--- config.mk ---
export PLATFORM = sky130hd
export DESIGN_NAME = raw_interlock
export DESIGN_NICKNAME = d
export VERILOG_FILES = /design/src/rtl/rawi_pkg.sv /design/src/rtl/rawi_dest_sel.sv /design/src/rtl/rawi_src_sel.sv /design/src/rtl/rawi_cmp.sv /design/src/rtl/raw_interlock.sv
export SDC_FILE = /design/constraint.sdc
export NUM_CORES = 1
export LEC_CHECK = 0
export BUFFER_PORTS_ARGS = -buffer_cell sky130_fd_sc_hd__buf_2
export CORE_MARGIN = 4
export CORE_UTILIZATION = 38
export DETAILED_ROUTE_END_ITERATION = 8
export PLACE_DENSITY = 0.72
export SYNTH_ARGS = -nofsm -noshare
export SYNTH_HDL_FRONTEND = slang
export SYNTH_SLANG_ARGS = --single-unit
--- constraint.sdc ---
create_clock -name vclk -period 2.1
set_input_delay 0.21 -clock vclk [all_inputs]
set_output_delay 0.21 -clock vclk [all_outputs]
set_load 0.005 [all_outputs]
--- src/rtl/rawi_pkg.sv ---
package rawi_pkg;

    localparam int OP_W = 3;

    typedef enum logic [OP_W-1:0] {
        OP_ADD  = 3'd0,
        OP_NOR  = 3'd1,
        OP_LW   = 3'd2,
        OP_SW   = 3'd3,
        OP_BEQ  = 3'd4,
        OP_RSV  = 3'd5,
        OP_HALT = 3'd6,
        OP_NOOP = 3'd7
    } op_e;

    // Spec-level helpers, used by the assertions only.
    function automatic logic op_writes(op_e op);
        return (op == OP_ADD) || (op == OP_NOR) || (op == OP_LW);
    endfunction

    function automatic logic op_quiet(op_e op);
        return (op == OP_HALT) || (op == OP_NOOP) || (op == OP_RSV);
    endfunction

endpackage

--- src/rtl/rawi_dest_sel.sv ---
module rawi_dest_sel
    import rawi_pkg::*;
#(
    parameter int REG_W = 3
) (
    input  op_e              op_i,
    input  logic [REG_W-1:0] rb_i,
    input  logic [REG_W-1:0] rd_i,
    output logic             wr_en_o,
    output logic [REG_W-1:0] wr_reg_o
);

    always_comb begin
        wr_en_o  = 1'b0;
        wr_reg_o = rd_i;
        unique case (op_i)
            OP_ADD, OP_NOR: begin
                wr_en_o  = 1'b1;
                wr_reg_o = rd_i;
            end
            OP_LW: begin
                wr_en_o  = 1'b1;
                wr_reg_o = rb_i;
            end
            default: begin
                wr_en_o  = 1'b0;
                wr_reg_o = rd_i;
            end
        endcase
    end

    // load destination comes from the regB field
    always_comb begin
        a_r3_load_dest: assert (!(op_i == OP_LW) || (wr_en_o && wr_reg_o == rb_i))
            else $error("lw destination not taken from regB field");
        a_r4_no_write: assert (op_writes(op_i) || !wr_en_o)
            else $error("non-writing opcode flagged as writer");
    end

endmodule

--- src/rtl/rawi_src_sel.sv ---
module rawi_src_sel
    import rawi_pkg::*;
(
    input  op_e  op_i,
    output logic use_a_o,
    output logic use_b_o
);

    always_comb begin
        use_a_o = 1'b0;
        use_b_o = 1'b0;
        unique case (op_i)
            OP_ADD, OP_NOR, OP_SW, OP_BEQ: begin
                use_a_o = 1'b1;
                use_b_o = 1'b1;
            end
            OP_LW: begin
                use_a_o = 1'b1;
                use_b_o = 1'b0;
            end
            default: begin
                use_a_o = 1'b0;
                use_b_o = 1'b0;
            end
        endcase
    end

endmodule

--- src/rtl/rawi_cmp.sv ---
module rawi_cmp #(
    parameter int REG_W = 3
) (
    input  logic             live_i,
    input  logic             wr_en_i,
    input  logic [REG_W-1:0] wr_reg_i,
    input  logic             use_a_i,
    input  logic             use_b_i,
    input  logic [REG_W-1:0] ra_i,
    input  logic [REG_W-1:0] rb_i,
    output logic             hit_a_o,
    output logic             hit_b_o
);

    logic armed;

    always_comb begin
        armed   = live_i && wr_en_i;
        hit_a_o = armed && use_a_i && (wr_reg_i == ra_i);
        hit_b_o = armed && use_b_i && (wr_reg_i == rb_i);
    end

endmodule

--- src/rtl/raw_interlock.sv ---
module raw_interlock
    import rawi_pkg::*;
#(
    parameter int REG_W    = 3,
    parameter bit CHECK_WB = 1'b1
) (
    input  logic [OP_W-1:0]  dec_op_i,
    input  logic [REG_W-1:0] dec_ra_i,
    input  logic [REG_W-1:0] dec_rb_i,
    input  logic [OP_W-1:0]  ex_op_i,
    input  logic [REG_W-1:0] ex_rb_i,
    input  logic [REG_W-1:0] ex_rd_i,
    input  logic [OP_W-1:0]  mem_op_i,
    input  logic [REG_W-1:0] mem_rb_i,
    input  logic [REG_W-1:0] mem_rd_i,
    input  logic [OP_W-1:0]  wb_op_i,
    input  logic [REG_W-1:0] wb_rb_i,
    input  logic [REG_W-1:0] wb_rd_i,
    output logic             stall_hold_o,
    output logic             inject_bubble_o
);

    localparam int NSTG  = 3;
    localparam int NLIVE = CHECK_WB ? 3 : 2;

    typedef struct packed {
        op_e              op;
        logic [REG_W-1:0] rb;
        logic [REG_W-1:0] rd;
    } slot_t;

    typedef struct packed {
        logic            stall;
        logic [NSTG-1:0] hits;
    } verdict_t;

    slot_t            slot    [NSTG];
    op_e              dec_op;
    logic             use_a, use_b;
    logic [NSTG-1:0]  wr_en, hit_a, hit_b;
    logic [REG_W-1:0] wr_reg  [NSTG];
    verdict_t         verdict_d;

    assign dec_op  = op_e'(dec_op_i);
    assign slot[0] = '{op: op_e'(ex_op_i),  rb: ex_rb_i,  rd: ex_rd_i};
    assign slot[1] = '{op: op_e'(mem_op_i), rb: mem_rb_i, rd: mem_rd_i};
    assign slot[2] = '{op: op_e'(wb_op_i),  rb: wb_rb_i,  rd: wb_rd_i};

    rawi_src_sel u_src (
        .op_i    (dec_op),
        .use_a_o (use_a),
        .use_b_o (use_b)
    );

    for (genvar g = 0; g < NSTG; g++) begin : g_stage
        rawi_dest_sel #(.REG_W(REG_W)) u_dst (
            .op_i     (slot[g].op),
            .rb_i     (slot[g].rb),
            .rd_i     (slot[g].rd),
            .wr_en_o  (wr_en[g]),
            .wr_reg_o (wr_reg[g])
        );
        rawi_cmp #(.REG_W(REG_W)) u_cmp (
            .live_i   (g < NLIVE),
            .wr_en_i  (wr_en[g]),
            .wr_reg_i (wr_reg[g]),
            .use_a_i  (use_a),
            .use_b_i  (use_b),
            .ra_i     (dec_ra_i),
            .rb_i     (dec_rb_i),
            .hit_a_o  (hit_a[g]),
            .hit_b_o  (hit_b[g])
        );
    end

    always_comb begin
        verdict_d.hits  = hit_a | hit_b;
        verdict_d.stall = |verdict_d.hits;
    end

    assign stall_hold_o    = verdict_d.stall;
    assign inject_bubble_o = verdict_d.stall;

    // ---------------- assertions ----------------
    logic any_live_writer;
    logic lw_cause_seen;
    logic early_writer;

    always_comb begin
        any_live_writer = 1'b0;
        lw_cause_seen   = 1'b0;
        for (int s = 0; s < NLIVE; s++) begin
            if (op_writes(slot[s].op)) any_live_writer = 1'b1;
            if (wr_en[s] && wr_reg[s] == dec_ra_i) lw_cause_seen = 1'b1;
        end
        early_writer = op_writes(slot[0].op) || op_writes(slot[1].op);

        // idle decode never stalls
        a_r5_quiet_decode: assert (!(op_quiet(dec_op) && stall_hold_o))
            else $error("stall raised for an instruction with no sources");
        // stall requires a writing instruction in a compared stage
        a_r4_needs_writer: assert (any_live_writer || !stall_hold_o)
            else $error("stall raised with no writer downstream");
        // writeback stage alone cannot stall when excluded
        a_r7_wb_ignored: assert (CHECK_WB || early_writer || !stall_hold_o)
            else $error("excluded writeback stage caused a stall");
        // a decoding lw stalls only on its regA field
        a_r2_lw_rega_only: assert (!(dec_op == OP_LW && stall_hold_o) || lw_cause_seen)
            else $error("lw stalled without a regA match");
        // both control outputs agree
        a_r6_outputs_agree: assert (stall_hold_o == inject_bubble_o)
            else $error("hold and bubble disagree");
    end

endmodule

======== Word-level counts from Yosys, hierarchy flattened ========
Index checks and enable logic that the tools add are counted.
storage, ports and cells
  word-level logic and storage cells ...... 47
  output and inout port bits .............. 2
  input bits .............................. 36
  bits in registers ....................... 0
cells by class
  equality and inequality tests ........... 16
  reduce and logical (&&, ||, !) cells .... 22
  multiplexer cells ....................... 8
  bitwise logic cells ..................... 1
operators with widths
  kind                  number
  $eq A3 B3 Y1          6
  $eq A3 B2 Y1 const B  5
  $eq A3 B1 Y1 const B  4
  $logic_and A1 B1 Y1   12
  $logic_not A3 Y1      4
  $reduce_or A3 Y1      4
  $mux W3               3
  $mux W1               5
  $reduce_or A5 Y1      1
  $reduce_or A4 Y1      1
  $eq A3 B3 Y1 const B  1
  $or A3 B3 Y3          1

======== Logic depth before layout (Yosys ltp) ========
Gate-level depths: netlist (run 1).
  depth after elaboration ................. 7
  depth in mapped cells ................... 8
  gate-level depth less buffers ........... 6

======== Cells and area by module ========
A second synthesis (run 1) with hierarchy kept.
second synthesis, totals
  cells, all modules ...................... 52
  area, all modules ....................... 475.5 µm²
modules (own cells, without submodules)
  module         times used  area each (µm²)  cells an instance  sequential area each (µm²)
  rawi_cmp       3           87.6             10                 0.0
  rawi_dest_sel  3           57.6             5                  0.0
  raw_interlock  1           25.0             5                  0.0
  rawi_src_sel   1           15.0             2                  0.0

======== Least setup slack after synthesis (run 1) ========
No wires, ideal clock.
  path kind ............................... input to output
  start point ............................. input port dec_ra_i[2]
  end point ............................... output port stall_hold_o
  arrival time ............................ 1.769 ns
  path slack .............................. 0.121 ns
  cell stages on the path ................. 8
  required time ........................... 1.890 ns
  path buffers ............................ 2
  path through ............................ buf_6 -> xor2_1 -> or4_4 -> a2111oi_4 -> o211ai_1 -> o21ai_1 -> nand4b_1 -> buf_4
on the way
  cells in the longest elaborated chain, start to end .. 4
  elaborated cells on any way between the ends .. 8
  classes of those cells .................. eq/ne (3); bitwise (1); reduce/logical (4)
ends and longest elaborated chain
  element                                 RTL line             source
  start: declaration                      raw_interlock.sv:8   input logic [REG_W-1:0] dec_ra_i,
  $eq A3 B3 Y1, on equally long branches  --
  $logic_and A1 B1 Y1                     rawi_cmp.sv:19       hit_a_o = armed && use_a_i && (wr_reg_i == ra_i);
  $or A3 B3 Y3 (*)                        raw_interlock.sv:77  verdict_d.hits = hit_a | hit_b;
  $reduce_or A3 Y1 (*)                    raw_interlock.sv:78  verdict_d.stall = |verdict_d.hits;
  end: declaration                        raw_interlock.sv:19  output logic stall_hold_o,
Every way passes the cells marked *; elsewhere a longest branch is shown, timed or not.

======== Worst setup path in the final report (run 1) ========
  start point ............................. input port dec_ra_i[2]
  end point ............................... output port inject_bubble_o
on the way
  cells in the longest elaborated chain, start to end .. 4
  elaborated cells on any way between the ends .. 8
  classes of those cells .................. eq/ne (3); bitwise (1); reduce/logical (4)
ends and longest elaborated chain
  element                                 RTL line             source
  $eq A3 B3 Y1, on equally long branches  --
  $logic_and A1 B1 Y1                     rawi_cmp.sv:19
  $or A3 B3 Y3 (*)                        raw_interlock.sv:77
  $reduce_or A3 Y1 (*)                    raw_interlock.sv:78
  end: declaration                        raw_interlock.sv:20  output logic inject_bubble_o
Marks and branches as above.

==> results.cfg, run 1 <==
[status]
outcome = finished, final reports clean

[finish]
antenna_cells = 0
fillers = 162
postLayoutCellArea_um2 = 847
areaGrowthSynthToFinish_pct = 34.9
seq_cells = 0
fin_nets = 160
final_common_cell = buf_2
layout_common_cells = buf_2 (38), mux2i_1 (7), a21oi_1 (6), nor2b_1 (6)
layout-drive-gt1-share_pct = 39.3
regArea_um2 = 0
nClkBuffers = 0

[floorplan]
ios = 38
initial_core_util_pct = 40.7
die_width_um = 48.7
coreArea_mm2 = 0.00154
die_h_um = 48.7
dieArea_mm2 = 0.00237
num_rows = 14

[sta]
relSlewSlack_pct = 72.1
drv_slew = 0
fin_tns_setup_ns = 0
hold_viol_final = 0
min_period_ns = 1.98
worst_slew_pin_slew_ns = 0.407
max_freq_ghz = 0.505
finalSetupViolCount = 0
rsz0062_at_grt = false
fin_crit_sh_pct = 94.3

[pwr]
switching_share_pct = 50.1
max-vdd-ir-drop_mv = 0.0776
power.density_mw_per_mm2 = 189
power_frac_comb_pct = 100.0
internal_power_uw = 79.8
power_leakage_uw = 0.000351
p_switching_uw = 80.1
p_seq_share_pct = 0
clockPowerShare_pct = 0

[setup_path]
worstPathRequired_ns = 1.89
worstSetupPathType = in -> out
start_kind = input pin
crit_arrival_ns = 1.77
crit_path_end_kind = output pin
cp_max_fo = 2

[synthesis]
synth_area_um2 = 628
syn_avg_cell_area_um2 = 7.48
synth.distinct_cells = 39
syn_nets = 120
yosysWarnings = 0
synth-seq-area-share_pct = 0
syn_inst = 84

[global_route]
grt_max_degree = 11
use_met1_pct = 17.9
busiest_layer = met2
grt_pass1_vias = 771
use_met3_pct = 1.84
grt_use_met2_pct = 30.9
grt_pass1_wl_mm = 3.17
grt_antenna_before_repair = 0
track_usage_pct = 15.5
grt_overflow = 0

[route]
drtIter0Drc = 3
first_pass_iters = 4
wirelength_mm = 1.97
wl_per_cell_um = 14.2
drcViolationCount = 0
via_per_inst = 5.77
vias = 796
drtAntennaViolNets = 0

[placed_design]
routabilityCongestion = 0.823
detailed_place_hpwl_mm = 1.73
portBuffers = 38
dpl_cell_area_um2 = 841

[run]
cap_violations = 0

[min_path]
hp-class = in -> out

[clock_tree]
cts_hold_buf = 0
-- power by group through the flow --
stage               logic (µW)  clock network (µW)  registers (µW)
finish                     160                   0               0
global route               176                   0               0
CTS                        159                   0               0
detailed placement         158                   0               0
global placement           153                   0               0
floorplan                 89.8                   0               0
-- cell families after synthesis --
logic type | count (synthesis) | synth area share (%)
buffers and inverters | 9 | 7.37
AOI/OAI and AO/OA | 33 | 39.2
and+or+nand+nor | 27 | 30.7
xor gates and xnor gates | 7 | 9.76
muxes | 8 | 12.9
-- repair_timing --
action	4_1_cts	5_1_grt
setup buffers	0	0
setup endpoints to repair	0	2
gates resized for setup	0	1
-- metrics by stage --
step,utilization [%],setup slack [ns],std cells,power (µW),hold slack [ns]
after floorplan,-,0.121,84,89.8,0.682
after global placement,54.5,0.0831,138,153,0.897
after detailed placement,54.5,0.0678,138,158,0.904
after CTS,54.5,0.0560,138,159,0.912
after global routing,55.0,0.0215,138,176,0.960
final,55.0,0.120,138,160,0.903
-- worst max-delay path, stage by stage --
cell and delay (ns):
buf_2 0.11, xor2_1 0.15, or4_4 0.52, a2111oi_4 0.29, o211ai_1 0.14, o21ai_1 0.10, nand4b_1 0.13, buf_2 0.12
-- cells in the mapped netlist, drive strengths merged, types with 2 or more instances --
cell / instances / share of area, %
a2111oi: 3 / 7.2
a211oi: 3 / 3.6
a21oi: 6 / 4.8
buf: 3 / 3.8
inv: 5 / 3.0
mux2i: 7 / 11
nand2b: 2 / 2.0
nor2: 4 / 2.4
nor2b: 6 / 6.0
nor3b: 4 / 7.2
o211ai: 4 / 4.8
o21ai: 6 / 4.8
o221ai: 3 / 4.2
o22ai: 2 / 2.0
or2b: 2 / 2.4
or4: 2 / 3.0
xnor2: 3 / 4.2
xor2: 4 / 5.6
-- layer usage --
layer  share of wire (%)  wire length (µm)
met4                   0                 0
met2                  53              1050
met1                  41               811
met5                   0                 0
met3                 5.4               106
-- final cells by class --
class / instances / area, µm² / area share, %
multi-input cells: 75 / 588 / 69.4
inverters: 5 / 18.8 / 2.22
well taps: 16 / 20.0 / 2.36
repair buffers: 42 / 220 / 26.0
-- worst paths after layout --
kind              slack [ns]        start               to  depth (start not counted)
setup / recovery        0.12  dec_ra_i[2]  inject_bubble_o                          8
hold / removal          0.90  dec_rb_i[2]     stall_hold_o                          4
(Power assumes the default switching activity.)
==> run 2, diff against run 1 <==
--- a/config.mk
+++ b/config.mk
@@ -6,10 +6,11 @@
 export NUM_CORES = 1
 export LEC_CHECK = 0
 export BUFFER_PORTS_ARGS = -buffer_cell sky130_fd_sc_hd__buf_2
-export CORE_MARGIN = 4
-export CORE_UTILIZATION = 38
+export CORE_AREA = 4 4 41 43
 export DETAILED_ROUTE_END_ITERATION = 8
-export PLACE_DENSITY = 0.72
+export DIE_AREA = 0 0 45 47
+export PLACE_DENSITY = 0.74
 export SYNTH_ARGS = -nofsm -noshare
 export SYNTH_HDL_FRONTEND = slang
+export SYNTH_HIERARCHICAL = 1
 export SYNTH_SLANG_ARGS = --single-unit
==> run 2 against run 1 <==
Compared with the run above: combinational power is 19% lower; synthesized cell count decreased by 38%; clock-buffer cell count unchanged; critical path depth stayed put; worst setup slack better by 0.0036 ns; core utilization down 0.91 points; first-iteration DRC count shrank 67%; critical path type unchanged; largest power group unchanged.
==> results.cfg, run 2 <==
[status]
outcome = finished, final reports clean

[finish]
final_common_cell = buf_2
seq_cells = 0
areaGrowthSynthToFinish_pct = 47.9
regArea_um2 = 0
fin_nets = 132
stdcell_count = 109
layout-drive-gt1-share_pct = 60.6
layout_common_cells = buf_2 (38), xor2_1 (17), mux2_2 (9)
antenna_cells = 0
nClkBuffers = 0

[pwr]
switching_share_pct = 49.1
max-vdd-ir-drop_mv = 0.0792
finalPower_uw = 129
power.density_mw_per_mm2 = 183
power_leakage_uw = 0.000332
internal_power_uw = 65.6
p_seq_share_pct = 0
clockPowerShare_pct = 0
power_frac_comb_pct = 100.0
p_switching_uw = 63.4

[synthesis]
synth.distinct_cells = 13
yosysWarnings = 6
synth-seq-area-share_pct = 0
synth_top_area_share_pct = 33.2
post-synth-top-count-cell = xor2_1
synth_common_cells = xor2_1 (18), mux2_2 (9), nand3_1 (6), nor4_2 (6)
syn_inst = 52
syn_avg_cell_area_um2 = 9.14
ys_top_cells_by_area = xor2_1 (33%), mux2_2 (21%), nor4_2 (16%)
synth_area_um2 = 475
synth_top_cell_by_area = xor2_1

[route]
via_per_inst = 4.60
vias = 501
wirelength_mm = 1.24
drtAntennaViolNets = 0
wl_per_cell_um = 11.3
first_pass_iters = 4
drcViolationCount = 0
drtIter0Drc = 1

[sta]
min_period_ns = 1.98
fin_tns_setup_ns = 0
rsz0062_at_grt = false
max_freq_ghz = 0.506
drv_slew = 0
hold_viol_final = 0
worst_slack_ns = 0.124
finalSetupViolCount = 0
fin_crit_sh_pct = 94.1
holdWs_ns = 0.977

[placed_design]
portBuffers = 38
detailed_place_hpwl_mm = 1.16
dpl.cell_count = 109
pre_cts_ws_ns = 0.145
routabilityCongestion = 0.777

[global_route]
grt_max_degree = 4
track_usage_pct = 11.8
grt_antenna_before_repair = 0
grt_pass1_vias = 472
grt_pass1_wl_mm = 1.96
grt_overflow = 0

[floorplan]
initial_core_util_pct = 36.5
ios = 38
dieArea_mm2 = 0.00212
die_h_um = 47
num_rows = 13
die_width_um = 45
coreArea_mm2 = 0.00130

[clock_tree]
cts_post_setup_buffers_inserted = 0
cts_hold_buf = 0
cts_resized = 0

[setup_path]
cpMaxStageDelayCell = mux2_2
crit_path_end_kind = output pin
crit_buf_inv = 2
max_stage_delay_ns = 0.40
cp_max_fo = 3
start_kind = input pin
path_cells = buf_2 -> nor3b_4 -> mux2_2 -> xor2_1 -> nor4_2 -> nor4_1 -> nand2_1 -> buf_2
worstSetupPathType = in -> out
cpMostUsedCell = buf_2
crit_arrival_ns = 1.77
worstPathRequired_ns = 1.89
crit_family = simple AND/OR/NAND/NOR gates

[run]
cap_violations = 0

[min_path]
hp-class = in -> out
## run 2: cell count changes in the layout (fill, tap and decap cells not counted), moves of 5 or more
cell     previous run  this run
xor2_1              4        17
mux2_2              1         9
conb_1              0         6
mux2i_1             7         1
nand3_1             0         6
nor2b_1             6         0
nor4_2              0         6
inv_1               5         0
## run 2: layout make-up
| cell class | count | area [µm²] |
|---|---|---|
| fillers | 127 | 598 |
| multi-input cells | 56 | 494 |
| repair buffers | 38 | 190 |
| well taps | 15 | 18.8 |
## run 2: metrics by stage
step                      util (%)  area, µm²
final                         54.0        703
after global routing          54.0        703
after CTS                     53.5        696
after detailed placement      53.5        696
after global placement        53.5        696
after floorplan                  -        494
## run 2: per-layer routing
metal  up-vias  share of wire [%]  track usage [%]
met3         0                6.9            0.766
li1        269                  -                -
met4         0                  0                0
met5         -                  0                0
met1       216                 41             15.3
met2        16                 52             22.6
## run 2: final timing paths
path | cells after the start | endpoint | startpoint | slack [ns]
worst max-delay path | 8 | stall_hold_o | wb_op_i[2] | 0.12
worst min-delay path | 7 | inject_bubble_o | ex_op_i[1] | 0.98
## run 2: kinds of logic (layout without fill, tap and decap cells)
logic type	count (synthesis)	after routing	share of synthesized area (%)
AO/OA/AOI/OAI	4	4	4.21
XOR/XNOR	18	18	33.2
buffers and inverters	1	38	1.58
multiplexers	10	10	23.4
other	1	6	0.789
AND/OR/NAND/NOR	18	18	36.8
## run 2: power groups by stage
stage	Combinational [µW]	Clock, µW	Sequential (µW)
finish	129	0	0
CTS	129	0	0
detailed placement	128	0	0
floorplan	75.6	0	0
global placement	125	0	0
global route	143	0	0
